### config.mk
export PLATFORM = sky130hd
export DESIGN_NAME = sram_spi_host
export DESIGN_NICKNAME = d
export VERILOG_FILES = /design/src/rtl/sram_spi_pkg.sv /design/src/rtl/sram_spi_halftimer.sv /design/src/rtl/sram_spi_bytesel.sv /design/src/rtl/sram_spi_host.sv
export SDC_FILE = /design/constraint.sdc
export NUM_CORES = 1
export LEC_CHECK = 0
export ABC_AREA = 0
export BUFFER_PORTS_ARGS = -buffer_cell sky130_fd_sc_hd__buf_4
export CORE_MARGIN = 1.5
export CORE_UTILIZATION = 50
export CTS_BUF_LIST = sky130_fd_sc_hd__clkbuf_16
export DETAILED_ROUTE_END_ITERATION = 8
export PLACE_DENSITY_LB_ADDON = 0.3
export SLEW_MARGIN = 15
export SYNTH_ARGS = -nofsm -noshare
export SYNTH_HDL_FRONTEND = slang
export SYNTH_SLANG_ARGS = --single-unit
### constraint.sdc
create_clock -name clk -period 2.7 [get_ports clk]
set_input_delay 0.81 -clock clk [delete_from_list [all_inputs] [get_ports clk]]
set_output_delay 0.81 -clock clk [all_outputs]
set_load 0.05 [all_outputs]
### src/rtl/sram_spi_pkg.sv
`timescale 1ns/1ps
// Shared types for the serial SRAM host controller.
// Assumes: operation encoding is fixed by the request port definition.
package sram_spi_pkg;

    typedef enum logic [1:0] {
        OP_STAT_WR = 2'd0,
        OP_STAT_RD = 2'd1,
        OP_MEM_RD  = 2'd2,
        OP_MEM_WR  = 2'd3
    } req_op_e;

    typedef enum logic [2:0] {
        PH_IDLE  = 3'd0,
        PH_LEAD  = 3'd1,
        PH_SHIFT = 3'd2,
        PH_TRAIL = 3'd3,
        PH_GAP   = 3'd4
    } phase_e;

    // Command byte sent on the wire for each request type
    function automatic logic [7:0] cmd_byte(req_op_e op);
        case (op)
            OP_STAT_WR: cmd_byte = 8'h01;
            OP_STAT_RD: cmd_byte = 8'h05;
            OP_MEM_RD:  cmd_byte = 8'h03;
            default:    cmd_byte = 8'h02;
        endcase
    endfunction

    function automatic logic is_status(req_op_e op);
        is_status = (op == OP_STAT_WR) || (op == OP_STAT_RD);
    endfunction

    function automatic logic is_reader(req_op_e op);
        is_reader = (op == OP_STAT_RD) || (op == OP_MEM_RD);
    endfunction

endpackage

### src/rtl/sram_spi_halftimer.sv
`timescale 1ns/1ps
// Half-period strobe generator for the serial clock.
// Counts system clocks while run is high and pulses tick once every
// HALF_DIV clocks; the count restarts from zero whenever run drops.
// Assumes: HALF_DIV >= 2.
module sram_spi_halftimer #(
    parameter int HALF_DIV = 4
) (
    input  logic clk,
    input  logic rst_n,
    input  logic run,
    output logic tick
);
    localparam int CNT_W = (HALF_DIV > 2) ? $clog2(HALF_DIV) : 1;
    localparam logic [CNT_W-1:0] LAST = CNT_W'(HALF_DIV - 1);

    logic [CNT_W-1:0] cnt_q;

    assign tick = run && (cnt_q == LAST);

    // Free-running count within a half-period, cleared when idle
    always_ff @(posedge clk) begin
        if (!rst_n || !run || tick) cnt_q <= '0;
        else                        cnt_q <= cnt_q + 1'b1;
    end
endmodule

### src/rtl/sram_spi_bytesel.sv
`timescale 1ns/1ps
// Selects the byte to place on the wire at a given byte index of a frame.
// Index 0 is the command; memory frames then carry two address bytes
// (top bit forced to zero); all later indices are data bytes.
// Assumes: ADDR_W <= 15 so the address fits a 16-bit field with a zero MSB.
module sram_spi_bytesel
    import sram_spi_pkg::*;
#(
    parameter int ADDR_W = 15,
    parameter int IDX_W  = 10
) (
    input  req_op_e           op,
    input  logic [IDX_W-1:0]  idx,
    input  logic [ADDR_W-1:0] addr,
    input  logic [7:0]        wr_byte,
    output logic [7:0]        byte_o,
    output logic              take_o
);
    logic [15:0] addr_field;
    logic        data_slot;

    assign addr_field = 16'(addr);

    // Classify the index as header or payload
    always_comb begin
        if (is_status(op)) data_slot = (idx != '0);
        else               data_slot = (idx > IDX_W'(2));
    end

    // Pick the outgoing byte and flag a write-stream pull
    always_comb begin
        take_o = 1'b0;
        byte_o = 8'h00;
        if (idx == '0) begin
            byte_o = cmd_byte(op);
        end else if (!data_slot) begin
            byte_o = (idx == IDX_W'(1)) ? addr_field[15:8] : addr_field[7:0];
        end else if (!is_reader(op)) begin
            byte_o = wr_byte;
            take_o = 1'b1;
        end
    end
endmodule

### src/rtl/sram_spi_host.sv
`timescale 1ns/1ps
// Host-side SPI controller for a byte-wide serial SRAM.
// Accepts one request at a time, builds the frame (command, optional
// address, data), honours select setup/hold/gap in half-periods of the
// serial clock and streams bytes in and out.
// Assumes: HALF_DIV >= 2, every *_HALVES >= 1, the write stream always
// holds the next byte when wr_ready pulses.
module sram_spi_host
    import sram_spi_pkg::*;
#(
    parameter int HALF_DIV     = 4,
    parameter int LEAD_HALVES  = 1,
    parameter int TRAIL_HALVES = 1,
    parameter int GAP_HALVES   = 1,
    parameter int ADDR_W       = 15,
    parameter int LEN_W        = 8
) (
    input  logic              clk,
    input  logic              rst_n,
    input  logic              req_valid,
    output logic              req_ready,
    input  logic [1:0]        req_op,
    input  logic [ADDR_W-1:0] req_addr,
    input  logic [LEN_W-1:0]  req_len,
    input  logic [7:0]        wr_data,
    output logic              wr_ready,
    output logic [7:0]        rd_data,
    output logic              rd_valid,
    output logic              done,
    output logic              spi_cs_n,
    output logic              spi_sck,
    output logic              spi_mosi,
    input  logic              spi_miso
);
    localparam int IDX_W  = LEN_W + 2;
    localparam int MAX_HV = (LEAD_HALVES > TRAIL_HALVES)
                          ? ((LEAD_HALVES > GAP_HALVES) ? LEAD_HALVES : GAP_HALVES)
                          : ((TRAIL_HALVES > GAP_HALVES) ? TRAIL_HALVES : GAP_HALVES);
    localparam int PH_W   = $clog2(MAX_HV + 1);

    phase_e            phase_q;
    req_op_e           op_q;
    logic [ADDR_W-1:0] addr_q;
    logic [IDX_W-1:0]  total_q, idx_q, req_total, hdr_len;
    logic [2:0]        bit_q;
    logic [7:0]        tx_q, rx_q, next_byte;
    logic [PH_W-1:0]   hv_q;
    logic              tick, take_next, accept, rise_now, fall_now, last_bit;
    req_op_e           req_op_t;

    assign req_op_t  = req_op_e'(req_op);
    assign req_ready = (phase_q == PH_IDLE);
    assign accept    = req_ready && req_valid;
    assign spi_mosi  = tx_q[7];
    assign hdr_len   = is_status(op_q) ? IDX_W'(1) : IDX_W'(3);
    assign last_bit  = (bit_q == 3'd7) && (idx_q == total_q - 1'b1);
    assign rise_now  = tick && ((phase_q == PH_LEAD && hv_q == PH_W'(LEAD_HALVES - 1))
                             || (phase_q == PH_SHIFT && !spi_sck));
    assign fall_now  = tick && (phase_q == PH_SHIFT) && spi_sck;

    // Number of bytes in the frame for the offered request
    always_comb begin
        if (is_status(req_op_t))  req_total = IDX_W'(2);
        else if (req_len == '0)   req_total = IDX_W'(4);
        else                      req_total = IDX_W'(3) + IDX_W'(req_len);
    end

    sram_spi_halftimer #(.HALF_DIV(HALF_DIV)) u_timer (
        .clk  (clk),
        .rst_n(rst_n),
        .run  (phase_q != PH_IDLE),
        .tick (tick)
    );

    sram_spi_bytesel #(.ADDR_W(ADDR_W), .IDX_W(IDX_W)) u_sel (
        .op     (op_q),
        .idx    (idx_q + 1'b1),
        .addr   (addr_q),
        .wr_byte(wr_data),
        .byte_o (next_byte),
        .take_o (take_next)
    );

    // Frame sequencer: select timing, clock toggling, shifting and strobes
    always_ff @(posedge clk) begin
        if (!rst_n) begin
            phase_q  <= PH_IDLE;
            op_q     <= OP_STAT_WR;
            addr_q   <= '0;
            total_q  <= '0;
            idx_q    <= '0;
            bit_q    <= '0;
            tx_q     <= '0;
            rx_q     <= '0;
            hv_q     <= '0;
            spi_cs_n <= 1'b1;
            spi_sck  <= 1'b0;
            done     <= 1'b0;
            wr_ready <= 1'b0;
            rd_valid <= 1'b0;
            rd_data  <= '0;
        end else begin
            done     <= 1'b0;
            wr_ready <= 1'b0;
            rd_valid <= 1'b0;
            if (accept) begin
                op_q     <= req_op_t;
                addr_q   <= req_addr;
                total_q  <= req_total;
                idx_q    <= '0;
                bit_q    <= '0;
                tx_q     <= cmd_byte(req_op_t);
                hv_q     <= '0;
                spi_cs_n <= 1'b0;
                phase_q  <= PH_LEAD;
            end
            if (rise_now) begin
                spi_sck <= 1'b1;
                phase_q <= PH_SHIFT;
                rx_q    <= {rx_q[6:0], spi_miso};
                if (bit_q == 3'd7 && idx_q >= hdr_len && is_reader(op_q)) begin
                    rd_valid <= 1'b1;
                    rd_data  <= {rx_q[6:0], spi_miso};
                end
            end else if (tick && phase_q == PH_LEAD) begin
                hv_q <= hv_q + 1'b1;
            end
            if (fall_now) begin
                spi_sck <= 1'b0;
                if (last_bit) begin
                    phase_q <= PH_TRAIL;
                    hv_q    <= '0;
                end else if (bit_q == 3'd7) begin
                    tx_q     <= next_byte;
                    idx_q    <= idx_q + 1'b1;
                    bit_q    <= '0;
                    wr_ready <= take_next;
                end else begin
                    tx_q  <= {tx_q[6:0], 1'b0};
                    bit_q <= bit_q + 1'b1;
                end
            end
            if (tick && phase_q == PH_TRAIL) begin
                if (hv_q == PH_W'(TRAIL_HALVES - 1)) begin
                    spi_cs_n <= 1'b1;
                    done     <= 1'b1;
                    phase_q  <= PH_GAP;
                    hv_q     <= '0;
                end else begin
                    hv_q <= hv_q + 1'b1;
                end
            end
            if (tick && phase_q == PH_GAP) begin
                if (hv_q == PH_W'(GAP_HALVES - 1)) phase_q <= PH_IDLE;
                else                               hv_q    <= hv_q + 1'b1;
            end
        end
    end
endmodule

==> results.py <==
metrics = {
    "run_status": {
        "status": "finished, violations left",
        "violations": "setup timing",
    },
    "grt": {
        "grt_pass1_wl_um": 15710,
        "grt_pass1_vias": 3502,
        "grtUsageTotal": 0.2277,
        "antenna_found_initial": 0,
        "grt-ovfl-total": 0,
        "grt_max_degree": 26,
    },
    "die": {
        "die-height_um": 92.39,
        "core_sq_um": 7727,
        "rows": 32,
        "start_util": 0.5170,
        "dieArea_sq_um": 8535,
        "pin_count": 52,
        "die_x_um": 92.39,
    },
    "worst_setup_path": {
        "crit_path_end_kind": "flip-flop",
        "worstPathArrival_ps": 2910,
        "crit_path_max_fanout": 5,
        "worstSetupStartpointType": "flip-flop",
        "cp.required_ps": 2900,
        "crit_type": "reg2reg",
    },
    "logic_synthesis": {
        "yosysSeqAreaShare": 0.3658,
        "ys_top_cells_by_area": "dfxtp_1 37%, mux2i_1 6.8%, nand2_1 6.8%, ha_1 4.4%, nor2_1 4.0%",
        "synth_cell_types": 60,
        "synth-main-ff-cell": "dfxtp_1",
        "synth_top_area_share": 0.3658,
        "async_flop_share": 0,
        "synth_nets": 539,
        "synthCells": 488,
        "syn_area_sq_um": 3995,
        "synth_warnings": 0,
        "synth_edf_count": 0,
        "synth_top_area_cell": "dfxtp_1",
        "syn_area_per_cell_sq_um": 8.187,
        "ys_ff_latch": 73,
    },
    "sta": {
        "rsz0062_at_grt": "true",
        "max_freq_mhz": 369.7,
        "worst_slew_pin_slew_ps": 1177,
        "period_share": 1.002,
        "skew_ps": 9.227,
        "fin_tns_setup_ps": -4.730,
        "hold_viol": 0,
        "period_needed_ps": 2705,
        "setup_ws_ps": -4.730,
        "relSlewSlack": 0.2091,
        "final-max-slew-violation-count": 0,
        "setup_viol": 1,
    },
    "finish": {
        "num-fill-cells": 674,
        "instances_no_fill": 651,
        "layout.cells.most_common": "buf_4",
        "num_antenna_cells": 0,
        "layout-drive-gt1-share": 0.2332,
        "final_cell_mix": "78 x buf_4, 72 x nand2_1, 71 x dfxtp_1",
        "syn_to_final_growth_pct": 24.30,
        "nNetsFinal": 595,
    },
    "worst_hold_path": {
        "hold_path_class": "reg2reg",
    },
    "place": {
        "pre_cts_ws_ps": 53.87,
        "dp.cells": 627,
        "hpwl_um": 6368,
        "numPortBuffers": 51,
        "gp_congestion": 0.8523,
    },
    "drt": {
        "drt_iter0_drc": 120,
        "viasPerCell": 5.582,
        "drcViolationCount": 0,
        "totalWireLength_um": 9272,
        "drt_pass1_iterations": 4,
        "num_vias": 3634,
        "ant_nets": 0,
        "wl_per_cell_um": 14.24,
    },
    "power_and_ir_drop": {
        "ir_drop_mv": 0.3743,
        "combinationalPowerShare": 0.130,
        "seq_power_share": 0.414,
        "p_leak_nw": 2.191,
        "switchingPower_w": 0.0007183,
        "p_int_w": 0.002009,
        "p_per_area_nw_per_um2": 549.1,
        "swShare": 0.2634,
        "clockPowerShare": 0.456,
    },
    "clocking": {
        "cts_buffer_depth": 2,
        "htreeDepth": 3,
        "clock-sinks": 73,
        "clk_pin_slew_worst_paths_ps": 60,
        "ctsRootBufferMaster": "clkbuf_16",
        "ctsHoldBuffers": 0,
        "cts_buffers": 9,
        "cts_tree": "built",
        "insertion_delay_ps": 340,
    },
    "job": {
        "max-cap-violations": 0,
    },
}
==> worst paths after layout <==
path                            slack, ps  cells after the start                          end                   startpoint
worst max-delay path                   -5                     10           tx_q[3]$_SDFF_PN0_      total_q[0]$_SDFFE_PN0P_
worst max register to register         -5                     10           tx_q[3]$_SDFF_PN0_      total_q[0]$_SDFFE_PN0P_
worst min register to register        430                      1  u_timer.cnt_q[0]$_SDFF_PP0_  u_timer.cnt_q[0]$_SDFF_PP0_
worst min-delay path                  430                      1  u_timer.cnt_q[0]$_SDFF_PP0_  u_timer.cnt_q[0]$_SDFF_PP0_
==> area by class of cell <==
| class | count | area [sq um] | area share |
|---|---|---|---|
| Multi-Input combinational cell | 368 | 2410 | 0.4853 |
| Sequential cell | 73 | 1464 | 0.2948 |
| Timing Repair Buffer | 79 | 605.6 | 0.1219 |
| Clock buffer | 9 | 225.2 | 0.04535 |
| Tap cell | 102 | 127.6 | 0.02570 |
| Clock inverter | 7 | 85.08 | 0.01713 |
| Inverter | 13 | 48.80 | 0.009826 |
==> cells by family (layout without fill, tap and decap cells) <==
kind of cell / Yosys count / after routing / share of synthesized area
and+or+nand+nor: 199 / 199 / 0.2437
AOI/OAI and AO/OA: 109 / 109 / 0.1820
xor gates and xnor gates: 15 / 15 / 0.03289
muxes: 31 / 31 / 0.07892
buffers and inverters: 47 / 108 / 0.05293
DFF: 73 / 73 / 0.3658
adders and majority gates: 14 / 14 / 0.04385
==> state kept, by name, summed over array words and instances, names as in the netlist <==
register       count
hv_q               1
idx_q             10
wr_ready           1
u_timer.cnt_q      2
phase_q            3
spi_sck            1
op_q               2
addr_q            15
bit_q              3
done               1
spi_cs_n           1
tx_q               8
rd_data            8
rx_q               7
total_q            9
rd_valid           1
==> per-layer routing <==
metal	vias up	track usage	part of all wire
li1	1839	-	-
met2	69	0.3836	0.51
met5	-	0	0
met4	0	0.08077	0.015
met3	13	0.05337	0.037
met1	1713	0.2829	0.44
==> metrics by stage <==
stage | total power [W] | hold slack [ps] | util | instance area (sq um)
6_report | 0.002727 | 429.0 | 0.6426 | 4966
5_1_grt | 0.002835 | 437.7 | 0.6426 | 4966
3_5_place_dp | 0.001492 | 420.5 | 0.5857 | 4526
2_1_floorplan | 0.001376 | 407.2 | - | 4035
4_1_cts | 0.002729 | 432.6 | 0.6258 | 4836
3_3_place_gp | 0.001484 | 414.0 | 0.5857 | 4526
==> power groups by stage <==
| stage | Clock [W] | Sequential [W] | Combinational (W) |
|---|---|---|---|
| 2_1_floorplan | 0 | 0.00115 | 0.000227 |
| 3_3_place_gp | 0 | 0.00115 | 0.000333 |
| 3_5_place_dp | 0 | 0.00115 | 0.000340 |
| 4_1_cts | 0.00126 | 0.00113 | 0.000341 |
| 5_1_grt | 0.00131 | 0.00113 | 0.000392 |
| 6_report | 0.00124 | 0.00113 | 0.000356 |
==> Yosys cell counts, types with 4 or more instances <==
master	n
dfxtp_1	73
nand2_1	72
nor2_1	43
a21oi_1	30
mux2i_1	27
clkbuf_1	25
o21ai_0	25
nor3_1	16
ha_1	14
inv_1	12
nand2b_1	10
nand3_1	10
xor2_1	9
a21o_1	8
nor3b_1	7
a211o_1	6
a211oi_1	6
nand4_1	6
or3_1	6
xnor2_1	6
a22oi_1	5
nor4_1	5
and3_1	4
mux2_2	4
o211ai_1	4
o22ai_1	4
==> worst max-delay path, cell delays in order, from the launching register on <==
cell and delay (ps):
dfxtp_2 320, inv_2 60, ha_4 150, or3b_4 380, or3_1 330, a21o_1 210
a2111oi_4 420, buf_4 210, a211oi_2 140, a22oi_1 210, o21ai_0 140
==> what timing repair did <==
action / CTS / global route
setup endpoints to repair: 0 / 21
resized for setup: 0 / 20
setup buffers: 0 / 9
Note: power is estimated with default switching activity, not from simulation.
